## config.mk

```make
export PLATFORM = sky130hd
export DESIGN_NAME = chan_gate_top
export DESIGN_NICKNAME = d
export VERILOG_FILES = /design/src/rtl/chan_gate_pkg.sv /design/src/rtl/chan_gate_sync.sv /design/src/rtl/chan_gate_merge.sv /design/src/rtl/chan_gate_fault.sv /design/src/rtl/chan_gate_top.sv
export SDC_FILE = /design/constraint.sdc
export NUM_CORES = 1
export LEC_CHECK = 0
export ABC_AREA = 0
export BUFFER_PORTS_ARGS = -buffer_cell sky130_fd_sc_hd__buf_4
export CAP_MARGIN = 40
export CORE_MARGIN = 3
export CORE_UTILIZATION = 50
export CTS_CLUSTER_DIAMETER = 30
export DETAILED_ROUTE_END_ITERATION = 8
export PLACE_DENSITY_LB_ADDON = 0.3
export SKIP_LAST_GASP = 1
export SLEW_MARGIN = 30
export SYNTH_ARGS = -nofsm -noshare
export SYNTH_HDL_FRONTEND = slang
export SYNTH_SLANG_ARGS = --single-unit
```

## constraint.sdc

```tcl
create_clock -name clk -period 3.2 [get_ports clk]
set_input_delay 0.64 -clock clk [delete_from_list [all_inputs] [get_ports clk]]
set_output_delay 0.64 -clock clk [all_outputs]
set_load 0.02 [all_outputs]
```

## src/rtl/chan_gate_pkg.sv

```systemverilog
package chan_gate_pkg;

    typedef enum logic {
        MERGE_OR  = 1'b0,
        MERGE_AND = 1'b1
    } merge_mode_e;

endpackage

```

## src/rtl/chan_gate_sync.sv

```systemverilog
module chan_gate_sync #(
    parameter int NCH    = 6,
    parameter int STAGES = 2
) (
    input  logic           clk,
    input  logic           rst_n,
    input  logic [NCH-1:0] async_i,
    output logic [NCH-1:0] sync_o
);
    localparam int LAST = STAGES - 1;

    logic [NCH-1:0] stage_d [STAGES];
    logic [NCH-1:0] stage_q [STAGES];

    always_comb begin
        stage_d[0] = async_i;
        for (int s = 1; s < STAGES; s++) begin
            stage_d[s] = stage_q[s-1];
        end
    end

    for (genvar g = 0; g < STAGES; g++) begin : g_stage
        always_ff @(posedge clk or negedge rst_n) begin
            if (!rst_n) begin
                stage_q[g] <= '0;
            end else begin
                stage_q[g] <= stage_d[g];
            end
        end
    end

    assign sync_o = stage_q[LAST];

endmodule

```

## src/rtl/chan_gate_merge.sv

```systemverilog
module chan_gate_merge
    import chan_gate_pkg::*;
#(
    parameter int NCH    = 6,
    parameter int CMD_W  = 16,
    parameter int CH_LSB = 6
) (
    input  logic             clk,
    input  logic             rst_n,
    input  logic [NCH-1:0]   pin_sync_i,
    input  logic             cmd_wr_i,
    input  logic [CMD_W-1:0] cmd_word_i,
    input  logic             sel_wr_i,
    input  logic             sel_and_i,
    input  logic             allow_i,
    output logic [NCH-1:0]   chan_on_o
);
    localparam int CH_MSB = CH_LSB + NCH - 1;

    typedef struct packed {
        logic [NCH-1:0] bits;
        merge_mode_e    mode;
        logic [NCH-1:0] out;
    } merge_st_t;

    merge_st_t st_d, st_q;
    logic [NCH-1:0] merged;

    for (genvar g = 0; g < NCH; g++) begin : g_chan
        always_comb begin
            if (st_q.mode == MERGE_AND) begin
                merged[g] = pin_sync_i[g] & st_q.bits[g];
            end else begin
                merged[g] = pin_sync_i[g] | st_q.bits[g];
            end
        end
    end

    always_comb begin
        st_d = st_q;
        if (cmd_wr_i) begin
            st_d.bits = cmd_word_i[CH_MSB:CH_LSB];
        end
        if (sel_wr_i) begin
            st_d.mode = sel_and_i ? MERGE_AND : MERGE_OR;
        end
        st_d.out = allow_i ? merged : '0;
    end

    always_ff @(posedge clk or negedge rst_n) begin
        if (!rst_n) begin
            st_q <= '{bits: '0, mode: MERGE_OR, out: '0};
        end else begin
            st_q <= st_d;
        end
    end

    assign chan_on_o = st_q.out;

endmodule

```

## src/rtl/chan_gate_fault.sv

```systemverilog
module chan_gate_fault #(
    parameter int NCH = 6
) (
    input  logic           clk,
    input  logic           rst_n,
    input  logic [NCH-1:0] evt_i,
    input  logic           clr_i,
    output logic           fault_n_o
);
    typedef struct packed {
        logic [NCH-1:0] latched;
    } fault_st_t;

    fault_st_t st_d, st_q;

    always_comb begin
        st_d = st_q;
        if (clr_i) begin
            st_d.latched = '0;
        end
        st_d.latched = st_d.latched | evt_i;
    end

    always_ff @(posedge clk or negedge rst_n) begin
        if (!rst_n) begin
            st_q <= '{latched: '0};
        end else begin
            st_q <= st_d;
        end
    end

    assign fault_n_o = ~(|st_q.latched);

endmodule

```

## src/rtl/chan_gate_top.sv

```systemverilog
module chan_gate_top #(
    parameter int NCH         = 6,
    parameter int CMD_W       = 16,
    parameter int CH_LSB      = 6,
    parameter int SYNC_STAGES = 2
) (
    input  logic             clk,
    input  logic             rst_n,
    input  logic [NCH-1:0]   par_in,
    input  logic             cmd_wr,
    input  logic [CMD_W-1:0] cmd_word,
    input  logic             sel_wr,
    input  logic             sel_and,
    input  logic             allow_i,
    input  logic [NCH-1:0]   flt_evt,
    input  logic             flt_clr,
    output logic [NCH-1:0]   chan_on_o,
    output logic             fault_n_o
);
    localparam bit FIELD_FITS = (CH_LSB + NCH) <= CMD_W;

    initial begin
        if (!FIELD_FITS) begin
            $display("chan_gate_top: channel field exceeds command width");
        end
    end

    logic [NCH-1:0] pin_sync;

    chan_gate_sync #(.NCH(NCH), .STAGES(SYNC_STAGES)) u_sync (
        .clk     (clk),
        .rst_n   (rst_n),
        .async_i (par_in),
        .sync_o  (pin_sync)
    );

    chan_gate_merge #(.NCH(NCH), .CMD_W(CMD_W), .CH_LSB(CH_LSB)) u_merge (
        .clk        (clk),
        .rst_n      (rst_n),
        .pin_sync_i (pin_sync),
        .cmd_wr_i   (cmd_wr),
        .cmd_word_i (cmd_word),
        .sel_wr_i   (sel_wr),
        .sel_and_i  (sel_and),
        .allow_i    (allow_i),
        .chan_on_o  (chan_on_o)
    );

    chan_gate_fault #(.NCH(NCH)) u_fault (
        .clk       (clk),
        .rst_n     (rst_n),
        .evt_i     (flt_evt),
        .clr_i     (flt_clr),
        .fault_n_o (fault_n_o)
    );

endmodule

```

Word level (Yosys, flattened, before mapping)
Cells that the tools add are included.

cells by class
  bitwise operators = 14
  reduce and logical (&&, ||, !) cells = 1
  muxes and demuxes = 9

operator list
  kind                number
  2-to-1 mux 6 bit    2
  2-to-1 mux 1 bit    7
  bitwise AND 1 bit   6
  bitwise OR 1 bit    6
  bitwise OR 6 bit    1
  OR reduction 6 bit  1
  NOT 1 bit           1

storage, ports and cells
  register bits after elaboration = 31
  bits of input ports = 35
  word-level logic and storage cells = 30
  output and inout bits = 7

Logic depth before layout (Yosys ltp)
  depth after elaboration = 3
  gate-level depth with buffers = 2

By module
Synthesis repeated with hierarchy kept, for this count alone.

second synthesis, totals
  cells, all modules = 74
  area total of the unflattened synthesis = 1082.3 sq um

by module, submodules not included
  module           cells each  instances  area each (sq um)
  chan_gate_merge  47          1          560.5
  chan_gate_sync   12          1          300.3
  chan_gate_fault  15          1          221.5

Worst setup path before layout
OpenSTA, ideal clock, no wires.

  kind = flip-flop to output port
  from = reg u_fault.st_q[4] (netlist name)
  to = out fault_n_o
  arrival time = 1169 ps
  cell stages (with the launch flop) = 3
  slack = 1391 ps
  required time = 2560 ps
  buffers on the path = 0
  cell sequence = dfrtp_1 or4_4 nor3_2

between the ends
  word-level cells in the longest chain between the ends = 2

RTL lines
  what                      RTL line               source
  start: declaration        chan_gate_fault.sv:14  fault_st_t st_d, st_q;
  start signal: assignment  chan_gate_fault.sv:26  st_q <= '{latched: '0};
  start signal: assignment  chan_gate_fault.sv:28  st_q <= st_d;
  OR reduction 6 bit        chan_gate_fault.sv:32  assign fault_n_o = ~(|st_q.latched);
  NOT 1 bit                 chan_gate_fault.sv:32
  end: declaration          chan_gate_top.sv:18    output logic fault_n_o

No other way between the ends.

Worst setup path in the final report
Ends and elaborated chain as after synthesis.

==> results.txt <==
The tools report the initial antenna violation count as 0. The congestion estimate from routability-driven global placement came to 0.701. The run gives 0 as the DRC violations left. Counting every instance in the synthesized netlist gives 74.

Detail-routed net length per standard cell: 12.6 µm. Leading cell type by number of instances after synthesis: sky130_fd_sc_hd__dfrtp_1. The portion of the clock cycle consumed by the worst path in the final layout was 0.680; the highest net fanout along the worst path was 2.

The cell accounting for the most synthesized area was sky130_fd_sc_hd__dfrtp_1. The via count of the first global-routing pass was 578. Buffers placed on the I/O ports in this run total 31. The count of pins over their slew limit was 0. The required time at the endpoint of the critical path was 2560 ps; the number of violations of the max-capacitance limit was 0.

After legalization and detailed placement, the total HPWL measured 1200 µm. Summing every instance area after synthesis gives 0.00107 mm². After global routing the overflow that remains totals 0.

The class of the worst hold path was input port to async pin. The core area was 0.00200 mm²; the CTS sink count was 31. From synthesis to final layout, the design area changed by 25.5%. The number of buffers inserted by post-CTS setup repair was 0; the minimum period implied by the final worst setup slack was 2180 ps. For this run, the detailed router's first-pass iteration total came to 4.

The run gives 635 as the via total after detailed routing. The commonest cells after synthesis are sky130_fd_sc_hd__dfrtp_1, sky130_fd_sc_hd__mux2_2, sky130_fd_sc_hd__buf_4. Data arrives at the worst endpoint at 1540 ps.

The worst setup path is of the flip-flop to primary output kind. The run gives 10 as the first-iteration detailed-routing DRC count. Number of levels in the clock H-tree: 2. For the headroom to the max-slew limit, the log shows 0.748. The tools report the clock latency at the later pin of the worst-skew pair as 330 ps.

The total power divided by cell area was 546 mW/mm². TritonCTS built the clock tree. In this run the clock root is driven by a sky130_fd_sc_hd__clkbuf_4. Clock tree synthesis inserted a total of 5 buffers.

Clock-pin slew was measured on the worst setup and hold paths at 110 ps. Starting density of the core: 0.536. In this run the static leakage power is 0.643 nW. Type of destination of the critical path: a primary output. The critical path goes through or4_4, nor3_2, buf_4. The tools report the maximum clock path buffer count as 2.

For the number of hold-slack violations in the final timing report, the log shows 0. At the pin with the least slew margin, the transition time is 378 ps. The utilization after layout was 0.673.

The post-synth net total came out at 109. The tools report the highest achievable clock rate as 460 MHz. Yosys attributes the largest share of cell area to sky130_fd_sc_hd__dfrtp_1, sky130_fd_sc_hd__mux2_2, sky130_fd_sc_hd__buf_4, sky130_fd_sc_hd__a21o_1, sky130_fd_sc_hd__nand3_1. In this run, synthesis inferred 0 flip-flops with an integrated enable. The fraction of final layout cells with drive strength greater than 1 came out at 0.462.

On the critical path, the stage with the largest delay is an instance of sky130_fd_sc_hd__or4_4. For this run, the post-layout net count is 140. The total global-route track usage was 0.145. The via density per instance was 4.77. The register area share after synthesis was 0.723; the number of synthesized register bits was 31.

Setup repair after global routing left no endpoint under its margin. The floorplan die height is 52.3 µm, and the total length of routed wires is 1670 µm. Most used flip-flop cell after synthesis: sky130_fd_sc_hd__dfrtp_1. The run gives 0.00274 mm² as the area enclosed by the die boundary.

The synthesized netlist contains 17 unique library cells. The run finished with clean final reports. Across the VDD grid, the largest voltage drop is 0.352 mV. Setup violations remaining at the end of the flow were counted as 0. After floorplanning, the core was divided into 16 placement rows. For this design the top-level I/O count stands at 42. Adding up every negative setup slack in the final design gives 0 ps. Entering global routing, the biggest net connects 32 pins. The biggest cell delay along the critical path came out at 540 ps. The first global-routing pass estimated 2650 µm of wire. The run gives 0 as the hold-fix buffer count after cts. The number of gates resized after CTS was 0. The mean area per synthesized cell came out at 14.5 µm².

During synthesis, Yosys emitted a total of 0 warnings. Measured along the x axis, the die boundary spans 52.3 µm. The share of flip-flops with an asynchronous set or reset came out at 1.00.

The final clock skew is 11.2 ps, and the worst slack on hold paths is 216 ps. Once detail routing completed, the nets flagged for antenna violations numbered 0. The number of diodes added for antenna fixing came out at 0. STA classifies the critical path startpoint as a flip-flop. The top cell type's share of synthesized area came out at 0.723.
==> power by group <==
group | switching [W] | internal (W) | leakage, nW | total [W]
clock | 0.000134 | 0.0000838 | 0.0272 | 0.000218
combinational | 0.0000363 | 0.0000454 | 0.253 | 0.0000816
sequential | 0.0000147 | 0.000421 | 0.362 | 0.000436
==> stage by stage <==
step	total power, W	worst slack [ps]	std cells	area [µm²]
3_3_place_gp	0.000522	1400	125	1290
2_1_floorplan	0.000487	1390	74	1070
4_1_cts	0.000746	1000	133	1350
3_5_place_dp	0.000527	1390	125	1290
6_report	0.000736	1020	133	1350
5_1_grt	0.000776	943	133	1350
==> logic make-up (layout without fill, tap and decap cells) <==
logic type	after synthesis	after routing	share of synthesized area
AO/OA/AOI/OAI	12	12	0.0711
buffers and inverters	8	40	0.0501
flip-flops	31	31	0.723
multiplexers	7	7	0.0734
AND/OR/NAND/NOR	16	16	0.0828
==> layout make-up <==
type | instances | area [µm²]
Tap cell | 27 | 33.8
Fill cell | 166 | 654
Inverter | 1 | 3.75
Multi-Input combinational cell | 35 | 244
Clock buffer | 5 | 37.5
Timing Repair Buffer | 31 | 233
Clock inverter | 3 | 20.0
Sequential cell | 31 | 776
==> worst max-delay path: cells and delay by family (launching register included) <==
family,cells,cell delay [ps]
buffers and inverters,1,160
flip-flops,1,400
AND/OR/NAND/NOR,2,650
==> flip-flops by register name (all words and copies together) (netlist names) <==
signal and flops:
u_sync.stage_d 6, u_fault.st_q 6, u_sync.sync_o 6, u_merge.chan_on_o 6, u_merge.st_q 7
==> per-layer routing <==
metal,vias up,track usage,routed length (µm)
met1,298,0.160,659
met4,0,0.0766,33
met3,4,0.0769,143
met5,-,0,0
li1,307,-,-
met2,26,0.223,837
==> worst paths after layout <==
| check | from | to | slack, ps | cells past startpoint |
|---|---|---|---|---|
| setup / recovery | u_fault.st_q[4] | fault_n_o | 1020 | 3 |
| hold / removal | rst_n | u_sync.stage_d[0] | 220 | 1 |
| setup reg to reg | u_merge.st_q[6] | u_merge.chan_on_o[0] | 2310 | 2 |
| hold reg to reg | u_sync.stage_d[4] | u_sync.sync_o[4] | 350 | 0 |
| max in group asynchronous | rst_n | u_fault.st_q[0] | 2700 | 1 |
| min in group clk | u_sync.stage_d[4] | u_sync.sync_o[4] | 350 | 0 |
==> cells in the final DEF, fill, tap and decap left out, drive strengths merged, types with 2 or more instances in the layout <==
| master | netlist | final |
|---|---|---|
| buf | 7 | 31 |
| a21o | 6 | 6 |
| o21ai | 6 | 6 |
| clkinvlp | 0 | 2 |
| nor2 | 5 | 5 |
| nand3 | 5 | 5 |
| dfrtp | 31 | 31 |
| mux2 | 7 | 7 |
| clkbuf | 0 | 5 |
(Power assumes the default switching activity.)
